==> config.mk <==
export PLATFORM = sky130hd
export DESIGN_NAME = cmdrx_top
export DESIGN_NICKNAME = d
export VERILOG_FILES = /design/src/rtl/cmdrx_pkg.sv /design/src/rtl/cmdrx_sync.sv /design/src/rtl/cmdrx_shifter.sv /design/src/rtl/cmdrx_decode.sv /design/src/rtl/cmdrx_top.sv
export SDC_FILE = /design/constraint.sdc
export NUM_CORES = 1
export LEC_CHECK = 0
export ABC_CLOCK_PERIOD_IN_PS = 3200
export BUFFER_PORTS_ARGS = -buffer_cell sky130_fd_sc_hd__buf_2
export CAP_MARGIN = 10
export CORE_AREA = 3 3 82 61
export CTS_BUF_LIST = sky130_fd_sc_hd__clkbuf_8
export CTS_CLUSTER_SIZE = 10
export DETAILED_ROUTE_END_ITERATION = 8
export DIE_AREA = 0 0 85 64
export GPL_TIMING_DRIVEN = 0
export PLACE_DENSITY = 0.76
export SLEW_MARGIN = 20
export SYNTH_ARGS = -nofsm -noshare
export SYNTH_HDL_FRONTEND = slang
export SYNTH_SLANG_ARGS = --single-unit
==> constraint.sdc <==
create_clock -name clk -period 3.2 [get_ports clk]
set_clock_uncertainty 0.05 [all_clocks]
set_input_delay 0.64 -clock clk [delete_from_list [all_inputs] [get_ports clk]]
set_output_delay 0.64 -clock clk [all_outputs]
set_load 0.005 [all_outputs]
==> src/rtl/cmdrx_pkg.sv <==
package cmdrx_pkg;

   // Width of a counter able to hold 0 .. n inclusive
   function automatic int unsigned cnt_bits(input int unsigned n);
      return (n < 2) ? 1 : $clog2(n + 1);
   endfunction

   // Idle levels seen by the synchronisers while in reset
   localparam logic IDLE_SCK  = 1'b0;
   localparam logic IDLE_MOSI = 1'b0;
   localparam logic IDLE_CSN  = 1'b1;

endpackage

==> src/rtl/cmdrx_sync.sv <==
module cmdrx_sync #(
   parameter int unsigned   WIDTH    = 3,
   parameter int unsigned   STAGES   = 2,
   parameter logic [WIDTH-1:0] RST_VAL = '0
) (
   input  logic             clk,
   input  logic             rst_n,
   input  logic [WIDTH-1:0] async_i,
   output logic [WIDTH-1:0] sync_o
);

   if (STAGES < 2) begin : g_bad_stages
      $error("cmdrx_sync: STAGES must be at least 2");
   end

   for (genvar b = 0; b < WIDTH; b++) begin : g_bit
      logic [STAGES-1:0] chain_q;
      always_ff @(posedge clk or negedge rst_n) begin
         if (!rst_n) chain_q <= {STAGES{RST_VAL[b]}};
         else        chain_q <= {chain_q[STAGES-2:0], async_i[b]};
      end
      assign sync_o[b] = chain_q[STAGES-1];
   end

endmodule

==> src/rtl/cmdrx_shifter.sv <==
module cmdrx_shifter #(
   parameter int unsigned WORD_W    = 16,
   parameter bit          MSB_FIRST = 1'b1
) (
   input  logic              clk,
   input  logic              rst_n,
   input  logic              sck_s,
   input  logic              mosi_s,
   input  logic              csn_s,
   output logic              word_vld_o,
   output logic [WORD_W-1:0] word_o
);
   import cmdrx_pkg::*;

   localparam int unsigned CNT_W = cnt_bits(WORD_W + 1);
   localparam logic [CNT_W-1:0] FULL  = CNT_W'(WORD_W);
   localparam logic [CNT_W-1:0] OVER  = CNT_W'(WORD_W + 1);

   if (WORD_W < 2) begin : g_bad_word
      $error("cmdrx_shifter: WORD_W must be at least 2");
   end

   logic              sck_p, csn_p;
   logic [WORD_W-1:0] shreg_q, shreg_nx;
   logic [CNT_W-1:0]  cnt_q;
   logic              vld_q;
   logic [WORD_W-1:0] word_q;

   wire sck_rise = sck_s & ~sck_p;
   wire csn_fall = ~csn_s & csn_p;
   wire csn_rise = csn_s & ~csn_p;

   if (MSB_FIRST) begin : g_msb
      assign shreg_nx = {shreg_q[WORD_W-2:0], mosi_s};
   end else begin : g_lsb
      assign shreg_nx = {mosi_s, shreg_q[WORD_W-1:1]};
   end

   always_ff @(posedge clk or negedge rst_n) begin
      if (!rst_n) begin
         sck_p   <= IDLE_SCK;
         csn_p   <= IDLE_CSN;
         shreg_q <= '0;
         cnt_q   <= '0;
         vld_q   <= 1'b0;
         word_q  <= '0;
      end else begin
         sck_p <= sck_s;
         csn_p <= csn_s;
         vld_q <= 1'b0;
         if (csn_fall) begin
            cnt_q <= '0;
         end else if (!csn_s && sck_rise) begin
            shreg_q <= shreg_nx;
            if (cnt_q != OVER) cnt_q <= cnt_q + 1'b1;
         end
         if (csn_rise && cnt_q == FULL) begin
            vld_q  <= 1'b1;
            word_q <= shreg_q;
         end
      end
   end

   assign word_vld_o = vld_q;
   assign word_o     = word_q;

   // the strobe never lasts beyond one cycle
   a_r3_strobe_single: assert property (@(posedge clk) disable iff (!rst_n)
      vld_q |=> !vld_q);
   // a strobe only follows a window that counted exactly WORD_W bits
   a_r4_full_word_only: assert property (@(posedge clk) disable iff (!rst_n)
      vld_q |-> $past(cnt_q) == FULL);
   // nothing shifts while the select is high
   a_r8_idle_no_shift: assert property (@(posedge clk) disable iff (!rst_n)
      csn_s |=> $stable(shreg_q));
   // the presented word changes only together with the strobe
   a_r7_word_hold: assert property (@(posedge clk) disable iff (!rst_n)
      !vld_q |-> $stable(word_q));

endmodule

==> src/rtl/cmdrx_decode.sv <==
module cmdrx_decode #(
   parameter int unsigned      CMD_W    = 4,
   parameter int unsigned      DATA_W   = 12,
   parameter int unsigned      CFG_W    = 8,
   parameter logic [CMD_W-1:0] CFG_CODE = 4'h1
) (
   input  logic              clk,
   input  logic              rst_n,
   input  logic              vld_i,
   input  logic [CMD_W-1:0]  code_i,
   input  logic [DATA_W-1:0] data_i,
   output logic [CFG_W-1:0]  cfg_o
);

   if (CFG_W > DATA_W || CFG_W == 0) begin : g_bad_cfg
      $error("cmdrx_decode: CFG_W must be between 1 and DATA_W");
   end

   logic [CFG_W-1:0] cfg_q;
   wire  hit = vld_i && (code_i == CFG_CODE);

   always_ff @(posedge clk or negedge rst_n) begin
      if (!rst_n)   cfg_q <= '0;
      else if (hit) cfg_q <= data_i[CFG_W-1:0];
   end

   assign cfg_o = cfg_q;

   // a configuration word lands in the register one cycle later
   a_r5_cfg_load: assert property (@(posedge clk) disable iff (!rst_n)
      (vld_i && code_i == CFG_CODE) |=> cfg_q == $past(data_i[CFG_W-1:0]));
   // without a configuration word the register holds
   a_r6_cfg_hold: assert property (@(posedge clk) disable iff (!rst_n)
      !(vld_i && code_i == CFG_CODE) |=> $stable(cfg_q));

endmodule

==> src/rtl/cmdrx_top.sv <==
module cmdrx_top #(
   parameter int unsigned      CMD_W       = 4,
   parameter int unsigned      DATA_W      = 12,
   parameter int unsigned      CFG_W       = 8,
   parameter int unsigned      SYNC_STAGES = 2,
   parameter logic [CMD_W-1:0] CFG_CODE    = 4'h1
) (
   input  logic              clk,
   input  logic              rst_n,
   input  logic              spi_sck,
   input  logic              spi_mosi,
   input  logic              spi_cs_n,
   output logic              cmd_valid,
   output logic [CMD_W-1:0]  cmd_code,
   output logic [DATA_W-1:0] cmd_data,
   output logic [CFG_W-1:0]  mode_reg
);
   import cmdrx_pkg::*;

   localparam int unsigned WORD_W = CMD_W + DATA_W;
   localparam logic [2:0]  SYNC_RST = {IDLE_CSN, IDLE_MOSI, IDLE_SCK};

   logic [2:0]        pins_s;
   logic              word_vld;
   logic [WORD_W-1:0] word;

   cmdrx_sync #(.WIDTH(3), .STAGES(SYNC_STAGES), .RST_VAL(SYNC_RST)) u_sync (
      .clk     (clk),
      .rst_n   (rst_n),
      .async_i ({spi_cs_n, spi_mosi, spi_sck}),
      .sync_o  (pins_s)
   );

   cmdrx_shifter #(.WORD_W(WORD_W), .MSB_FIRST(1'b1)) u_shift (
      .clk        (clk),
      .rst_n      (rst_n),
      .sck_s      (pins_s[0]),
      .mosi_s     (pins_s[1]),
      .csn_s      (pins_s[2]),
      .word_vld_o (word_vld),
      .word_o     (word)
   );

   assign cmd_valid = word_vld;
   assign cmd_code  = word[WORD_W-1:DATA_W];
   assign cmd_data  = word[DATA_W-1:0];

   cmdrx_decode #(.CMD_W(CMD_W), .DATA_W(DATA_W), .CFG_W(CFG_W), .CFG_CODE(CFG_CODE)) u_dec (
      .clk    (clk),
      .rst_n  (rst_n),
      .vld_i  (word_vld),
      .code_i (cmd_code),
      .data_i (cmd_data),
      .cfg_o  (mode_reg)
   );

   // outputs sit at zero during reset
   a_r9_reset_quiet: assert property (@(posedge clk)
      !rst_n |-> (!cmd_valid && cmd_code == '0 && cmd_data == '0 && mode_reg == '0));

endmodule

**Word-level counts from Yosys, hierarchy flattened**

Index checks and enable logic that the tools add are counted.

- Register bits after elaboration: 54
- Input port bits: 5
- Output and inout port bits: 25
- Logic and storage cells: 33

- $add $sub $neg: 1
- Eq/ne operators: 3
- Mux-type cells: 4
- Bitwise operators: 7
- Reductions and logical operators: 8

Operators by type and width:

| operator | number |
|---|---|
| 5-bit 2-to-1 mux | 3 |
| 5-bit by 1-bit adder with 5-bit output (second input constant) | 1 |
| 5-bit == test (second input constant) | 1 |
| 5-bit != test (second input constant) | 1 |
| 4-bit by 1-bit == test with 1-bit output (second input constant) | 1 |
| 1-bit NOT | 4 |
| 2-bit AND reduction | 2 |
| 2-bit nonzero test | 2 |
| 1-bit AND | 3 |
| 1-bit logical AND | 3 |
| 1-bit zero test | 1 |
| 1-bit 2-to-1 mux | 1 |

**Depth between registers and ports, before layout**

Gate-level depths: netlist of run 1.

- Word-level depth: 5
- Depth in mapped cells: 6
- Depth with buffers taken out: 5

**Hierarchy**

From an unflattened synthesis of run 1, not the netlist that was laid out.

- Cells, all modules: 134
- Area total of the unflattened synthesis: 2172.1 um^2

By module, submodules not included:

| module | instances | cells an instance | area an instance (um^2) | sequential area each (um^2) |
|---|---|---|---|---|
| cmdrx_shifter | 1 | 107 | 1681.6 | 1002.2 |
| cmdrx_decode | 1 | 18 | 315.3 | 200.2 |
| cmdrx_sync | 1 | 9 | 175.2 | 152.6 |

**Least setup slack after synthesis of run 1**

Ideal clock, no wire load.

- Path kind: register to register
- Start: reg u_shift.cnt_q[0]
- End: reg u_shift.word_q[8] (netlist: u_shift.word_o[8])
- Setup time: 0.125 ns
- Arrival: 1.543 ns
- Data required time: 3.025 ns
- Slack: 1.482 ns
- Cell stages (with the launch flop): 7
- Buffers on the path: 1
- Clock period less this slack: 1.718 ns
- Path through: dfrtp_1 -> inv_1 -> ha_1 -> nand4b_4 -> nor3_4 -> buf_6 -> mux2_2

- Longest elaborated chain between the ends: 2

RTL lines:

| what | RTL line | text |
|---|---|---|
| start: declaration | cmdrx_shifter.sv:25 | `logic [CNT_W-1:0] cnt_q;` |
| start signal: assignment | cmdrx_shifter.sv:55 | `if (cnt_q != OVER) cnt_q <= cnt_q + 1'b1;` |
| 5-bit == test | cmdrx_shifter.sv:57 | `if (csn_rise && cnt_q == FULL) begin` |
| 1-bit logical AND | cmdrx_shifter.sv:57 |  |
| end signal: assignment | cmdrx_shifter.sv:59 | `word_q <= shreg_q;` |
| end: declaration | cmdrx_shifter.sv:27 | `logic [WORD_W-1:0] word_q;` |

No other way between the ends.
A chain may end at the register's enable or synchronous reset.

**Final worst setup path of run 1**

- Start: reg u_shift.cnt_q[0]
- End: reg u_shift.word_q[10] (netlist: u_shift.word_o[10])

Same word-level chain as after synthesis.

==> impl_metrics.tcl, run 1 <==
set metrics [dict create \
    synth_seq_cells 54 \
    final_cell_mix "51 x dfrtp_1, 29 x buf_2, 23 x mux2_2, 17 x mux2_1, 6 x clkbuf_8" \
    whs_ns 0.2989 \
    hold_viol_final 0 \
    nNetsFinal 174 \
    synthTopCellsByArea "dfrtp_1 61%, mux2_2 12%, mux2_1 9.1%" \
    grt_first_pass_wirelength_microns 6009 \
    fin_util 0.5675 \
    die_h_microns 64 \
    cts_tree "done" \
    cts_sinks 54 \
    grt_usage 0.1406 \
    status "finished, final reports clean" \
    crit_slowest_cell "dfrtp_1" \
    cts_max_path_buffers 2 \
    syn-num-nets 138 \
    routed_via_density 5.153 \
    synth.largest_area_cell "dfrtp_1" \
    crit_family "simple AND/OR/NAND/NOR gates" \
    antenna_found_initial 0 \
    cts-resized-gates 0 \
    fmax_mhz 515.8 \
    worst_pin_slew_ns 0.6604 \
    route.detailed.wl_per_inst_microns 15.20 \
    synth_cell_types 24 \
    grt_max_degree 55 \
    io_buffer_count 29 \
    dr.pass1.iters 4 \
    cp_max_fo 10 \
    start_util 0.4898 \
    critPathBufInv 2 \
    slowest_delay_ns 0.43 \
    die-area_sq_mm 0.005440 \
    htreeDepth 2 \
    clock_latency_ns 0.31 \
    placementRows 20 \
    ctsHoldBuffers 0 \
    ys_warn_count 0 \
    fillCellCount 352 \
    rsz0062_at_grt "false" \
    setup-violations-final 0 \
    ys_seq_area_frac 0.6466 \
    cts_setup_buffers 0 \
    synthCells 130 \
    fin_setup_tns_ns 0 \
    pin_count 30 \
    max-vdd-ir-drop_v 0.0003183 \
    dp_hpwl_microns 2341 \
    die_x_microns 85 \
    worst_ep_required_time_ns 3.33 \
    hold_class "register to register" \
    avgSynthCellArea_sq_um 16.12 \
    slew_headroom 0.5597 \
    synth_area_sq_mm 0.002096 \
    num_antenna_cells 0 \
    cap_violations 0 \
    clk_pin_slew_ns 0.09 \
    root_buffer "clkbuf_8" \
    drt_first_iter_violations 75 \
    startpoint_type "register" \
    area_growth_pct 15.88 \
    grt_pass1_vias 1199 \
    gp_congestion 0.7402 \
    wl_microns 3375 \
    final_common_cell "dfrtp_1" \
    synth_top_area_frac 0.6090 \
    worstSetupEndpointType "register" \
    cp.arrival_ns 2.07 \
    drc 0 \
    via_count 1144 \
    p_leak_nw 1.291 \
    coreArea_sq_mm 0.004279 \
    crit_type "register to register" \
    finalCritPeriodShare 0.6059 \
    postRouteAntennaNets 0 \
    path_cells "inv_1 > ha_1 > nand4b_4 > nor3_4 > buf_6 > mux2_1" \
    gr-total-overflow 0 \
    maxSlewViolCount 0 \
    finalCriticalPeriod_ns 1.939 \
    final_layout_size_suffix_gt1_frac 0.4132 \
    power.density_mw_per_mm2 518.1 \
    cts_buffers 5 \
]
-- path summary, 6_finish.rpt --
path,startpoint,end,slack [ns],depth (start not counted)
setup / recovery,u_shift.cnt_q[0],u_shift.word_o[10],1.26,6
min in group asynchronous,rst_n,u_shift.word_o[4],0.32,1
hold / removal,u_sync.g_bit[1].chain_q[0],u_sync.g_bit[1].chain_q[1],0.30,0
hold reg to reg,u_sync.g_bit[1].chain_q[0],u_sync.g_bit[1].chain_q[1],0.30,0
setup reg to reg,u_shift.cnt_q[0],u_shift.word_o[10],1.26,6
max in group asynchronous,rst_n,u_shift.word_o[13],2.34,1
-- per-stage QoR --
stage	instance area, sq um	power [W]	setup slack [ns]	cells
after CTS	2426	0.001279	1.243	222
final	2429	0.001258	1.261	222
after global placement	2310	0.0008062	1.305	214
after detailed placement	2310	0.0008120	1.250	214
after global routing	2429	0.001316	1.108	222
after floorplan	2096	0.0007828	1.482	130
-- worst reg2reg max path, stage by stage (launching register included) --
cell	delay [ns]
dfrtp_1	0.43
inv_1	0.10
ha_1	0.19
nand4b_4	0.11
nor3_4	0.37
buf_6	0.22
mux2_1	0.35
-- state kept, by name (all words and copies together) (netlist names) --
signal / flops
u_dec.cfg_o: 8
u_shift.cnt_q: 5
u_shift.csn_p: 1
u_shift.sck_p: 1
u_shift.shreg_q: 16
u_shift.word_o: 16
u_shift.word_vld_o: 1
u_sync.g_bit.chain_q: 6
-- layer usage --
metal / GRT usage / up-vias / wire length, microns
met5: 0 / - / 0
met4: 0.04743 / 0 / 44
met3: 0.04510 / 5 / 154
met2: 0.2083 / 23 / 1592
met1: 0.1959 / 581 / 1583
li1: - / 535 / -
-- power by group --
group | internal [W] | total, W | switching [W] | leakage (nW)
registers | 0.000715 | 0.000740 | 0.0000244 | 0.725
logic | 0.0000289 | 0.0000581 | 0.0000292 | 0.503
clock network | 0.000252 | 0.000460 | 0.000208 | 0.0626
-- final cells by class --
type	instances	area (sq um)	area share
Buffer	3	27.53	0.01133
Clock buffer	6	82.58	0.03400
Clock inverter	2	33.78	0.01391
Inverter	2	7.507	0.003091
Multi-Input combinational cell	71	705.7	0.2906
Sequential cell	54	1355	0.5580
Tap cell	55	68.82	0.02834
Timing Repair Buffer	29	147.6	0.06079
-- cell families (layout without fill, tap and decap cells) --
group / Yosys count / count (layout) / share of synthesized area
adders and majority gates: 3 / 3 / 0.01791
DFF: 54 / 54 / 0.6466
AOI/OAI and AO/OA: 9 / 9 / 0.02149
and+or+nand+nor: 19 / 19 / 0.08239
buffers and inverters: 5 / 42 / 0.01671
muxes: 40 / 40 / 0.2149
-- cell usage after synthesis --
cell / instances
dfrtp_1: 51
mux2_2: 23
mux2_1: 17
a21oi_1: 5
o21ai_0: 4
dfstp_2: 3
ha_1: 3
nand3_1: 3
or3_1: 3
buf_6: 2
inv_1: 2
nand2_1: 2
and4b_1: 1
buf_2: 1
nand4b_4: 1
nand4bb_1: 1
nor2_1: 1
nor2_8: 1
nor2b_1: 1
nor3_4: 1
nor3b_1: 1
nor4bb_1: 1
or3b_4: 1
or4bb_1: 1
Note: power is estimated with default switching activity, not from simulation.
==> run 2: changes to the inputs <==
--- a/config.mk
+++ b/config.mk
@@ -5,14 +5,15 @@
 export SDC_FILE = /design/constraint.sdc
 export NUM_CORES = 1
 export LEC_CHECK = 0
-export ABC_CLOCK_PERIOD_IN_PS = 3200
+export ABC_AREA = 1
+export ABC_CLOCK_PERIOD_IN_PS = 2000
 export BUFFER_PORTS_ARGS = -buffer_cell sky130_fd_sc_hd__buf_2
 export CAP_MARGIN = 10
-export CORE_AREA = 3 3 82 61
+export CORE_AREA = 3 3 83 62
 export CTS_BUF_LIST = sky130_fd_sc_hd__clkbuf_8
 export CTS_CLUSTER_SIZE = 10
 export DETAILED_ROUTE_END_ITERATION = 8
-export DIE_AREA = 0 0 85 64
+export DIE_AREA = 0 0 86 65
 export GPL_TIMING_DRIVEN = 0
 export PLACE_DENSITY = 0.76
 export SLEW_MARGIN = 20
==> constraint.sdc (replaced) <==
create_clock -name clk -period 2 [get_ports clk]
set_clock_uncertainty 0.05 [all_clocks]
set_input_delay 0.4 -clock clk [delete_from_list [all_inputs] [get_ports clk]]
set_output_delay 0.4 -clock clk [all_outputs]
set_load 0.005 [all_outputs]
==> impl_metrics.tcl, run 2 <==
set metrics [dict create \
    synthTopCellsByCount "53 x nand2_1, 51 x dfrtp_1, 34 x inv_1" \
    slew_headroom 0.5639 \
    pin_count 30 \
    antenna_found_initial 0 \
    num_antenna_cells 0 \
    clock_latency_ns 0.31 \
    final_layout_size_suffix_gt1_frac 0.2817 \
    synth.mux.area_fraction 0 \
    dp.cells 299 \
    die_x_microns 86 \
    power_frac_clock 0.327 \
    finalCriticalPeriod_ns 1.489 \
    max-vdd-ir-drop_v 0.0004272 \
    synth-simple-area-share 0.1410 \
    p_leak_nw 1.263 \
    cts_tree "done" \
    die_h_microns 65 \
    coreArea_sq_mm 0.004329 \
    gr-total-overflow 0 \
    hold_class "primary input to async pin" \
    cts_setup_buffers 0 \
    fin_setup_tns_ns 0 \
    seqCellArea_sq_mm 0.001355 \
    cts_sinks 54 \
    drt_first_iter_violations 135 \
    pwr-share-seq 0.580 \
    startpoint_type "register" \
    worst_ep_required_time_ns 2.16 \
    worstSetupEndpointType "register" \
    slowest_delay_ns 0.45 \
    synthAdderAreaFrac 0.01719 \
    p_comb_frac 0.093 \
    postRouteAntennaNets 0 \
    place_area_sq_mm 0.002400 \
    synth.largest_area_cell "dfrtp_1" \
    area_growth_pct 14.73 \
    die-area_sq_mm 0.005590 \
    grt_pass1_vias 1377 \
    power_switching_w 0.0005186 \
    synthCells 215 \
    final_cells 307 \
    io_buffer_count 29 \
    status "finished, final reports clean" \
    synth_edf_count 0 \
    root_buffer "clkbuf_8" \
    wl_microns 3743 \
    final_common_cell "nand2_1" \
    syn-num-nets 223 \
    dp_hpwl_microns 2604 \
    cts_buffers 5 \
    avgSynthCellArea_sq_um 10.16 \
    ys_warn_count 0 \
    synth_seq_cells 54 \
    drc 0 \
    cp_max_fo 10 \
    synthXorXnorAreaFrac 0 \
    maxSlewViolCount 0 \
    routed_via_density 4.710 \
    cp.arrival_ns 1.65 \
    synth-async-reset-ratio 1.000 \
    cts-resized-gates 0 \
    grt_max_degree 55 \
    gp_congestion 0.7557 \
    ff2ff_setup_slack_ns 0.51 \
    route.detailed.wl_per_inst_microns 12.19 \
    setup-violations-final 0 \
    start_util 0.5043 \
    synth_area_sq_mm 0.002183 \
    fin_area_sq_mm 0.002505 \
    ys_seq_area_frac 0.6206 \
    fillCellCount 375 \
    synthTopCellsByArea "dfrtp_1 58%, nand2_1 9.1%, o21ai_2 6.4%" \
    cts_max_path_buffers 2 \
    htreeDepth 2 \
    fmax_mhz 671.5 \
    clk_pin_slew_ns 0.09 \
    critPathBufInv 3 \
    ys.flop_type "dfrtp_1" \
    synth_cell_types 19 \
    path_cells "inv_1 > ha_1 > inv_1 > nor3_2 > nand2_2 > buf_6 > nand2_1 > o21ai_2" \
    synth_top_area_frac 0.5845 \
    nNetsFinal 259 \
    ctsHoldBuffers 0 \
    power.internal_w 0.001541 \
    via_count 1446 \
    synth_top_family_by_area "simple AND/OR/NAND/NOR gates" \
    synth-compound-area-share 0.1307 \
    crit_type "register to register" \
    dr.pass1.iters 4 \
    rsz0062_at_grt "false" \
    crit_top_cell "inv_1" \
    placementRows 20 \
    hold_viol_final 0 \
    worst_pin_slew_ns 0.6542 \
    multi_input_area_sq_um 630.6 \
    grt_first_pass_wirelength_microns 6458 \
    grt_usage 0.1518 \
    p_total_w 0.002059 \
    switching_share 0.2518 \
    synth_most_common_cell "nand2_1" \
    crit_family "flip-flops" \
    finalCritPeriodShare 0.7446 \
    final_cell_mix "53 x nand2_1, 51 x dfrtp_1, 34 x inv_1, 30 x buf_2, 26 x o21ai_0" \
    cap_violations 0 \
    power.density_mw_per_mm2 822.1 \
    crit_slowest_cell "dfrtp_1" \
]
run 2: cell types whose count changed after synthesis, sizes merged, moves of 3 or more:
cell / delta
a21oi: -5
buf: +5
inv: +32
mux2: -40
nand2: +54
nand3: +4
nand4: +3
o21ai: +41
or3: -3
run 2: area by class of cell:
class                           count  area share
Buffer                              8     0.02797
Clock buffer                        7     0.03846
Clock inverter                      1    0.003497
Inverter                           34     0.05095
Multi-Input combinational cell    119      0.2517
Sequential cell                    54      0.5410
Tap cell                           55     0.02747
Timing Repair Buffer               29     0.05894
run 2: path summary, 6_finish.rpt:
kind | from | endpoint | cells past startpoint
min in group clk | spi_cs_n | u_sync.g_bit[2].chain_q[0] | 1
max in group asynchronous | rst_n | u_shift.cnt_q[3] | 1
min | rst_n | u_sync.g_bit[0].chain_q[0] | 1
min reg2reg | u_sync.g_bit[0].chain_q[0] | u_sync.g_bit[0].chain_q[1] | 0
max | u_shift.cnt_q[0] | u_shift.word_o[12] | 8
max reg2reg | u_shift.cnt_q[0] | u_shift.word_o[12] | 8
run 2: through the flow:
step / util / setup WS, ns / hold slack, ns
6_report: 0.5786 / 0.5108 / 0.05548
5_1_grt: 0.5786 / 0.3817 / 0.09973
4_1_cts: 0.5786 / 0.4953 / 0.08546
3_5_place_dp: 0.5543 / 0.5134 / 0.2864
3_3_place_gp: 0.5538 / 0.4994 / 0.2821
2_1_floorplan: - / 0.6368 / 0.05441
run 2: routing by layer:
layer | vias to the layer above | routed length, microns | track usage | share of wire
met1 | 662 | 1950 | 0.2061 | 0.52
met5 | - | 0 | 0 | 0
met4 | 0 | 37 | 0.05336 | 0.0099
li1 | 742 | - | - | -
met2 | 38 | 1505 | 0.2221 | 0.40
met3 | 4 | 250 | 0.05718 | 0.067
run 2: power groups by stage:
| stage | logic [W] | clock network, W | registers, W |
|---|---|---|---|
| 4_1_cts | 0.000197 | 0.000694 | 0.00120 |
| 3_5_place_dp | 0.000197 | 0 | 0.00122 |
| 5_1_grt | 0.000225 | 0.000747 | 0.00120 |
| 6_report | 0.000192 | 0.000673 | 0.00119 |
| 3_3_place_gp | 0.000188 | 0 | 0.00121 |
| 2_1_floorplan | 0.000143 | 0 | 0.00121 |
run 2: cells by family after synthesis:
kind of cell | count (synthesis)
AO/OA/AOI/OAI | 45
adder cells (fa/ha/maj) | 3
buffers and inverters | 42
flip-flops | 54
AND/OR/NAND/NOR | 71
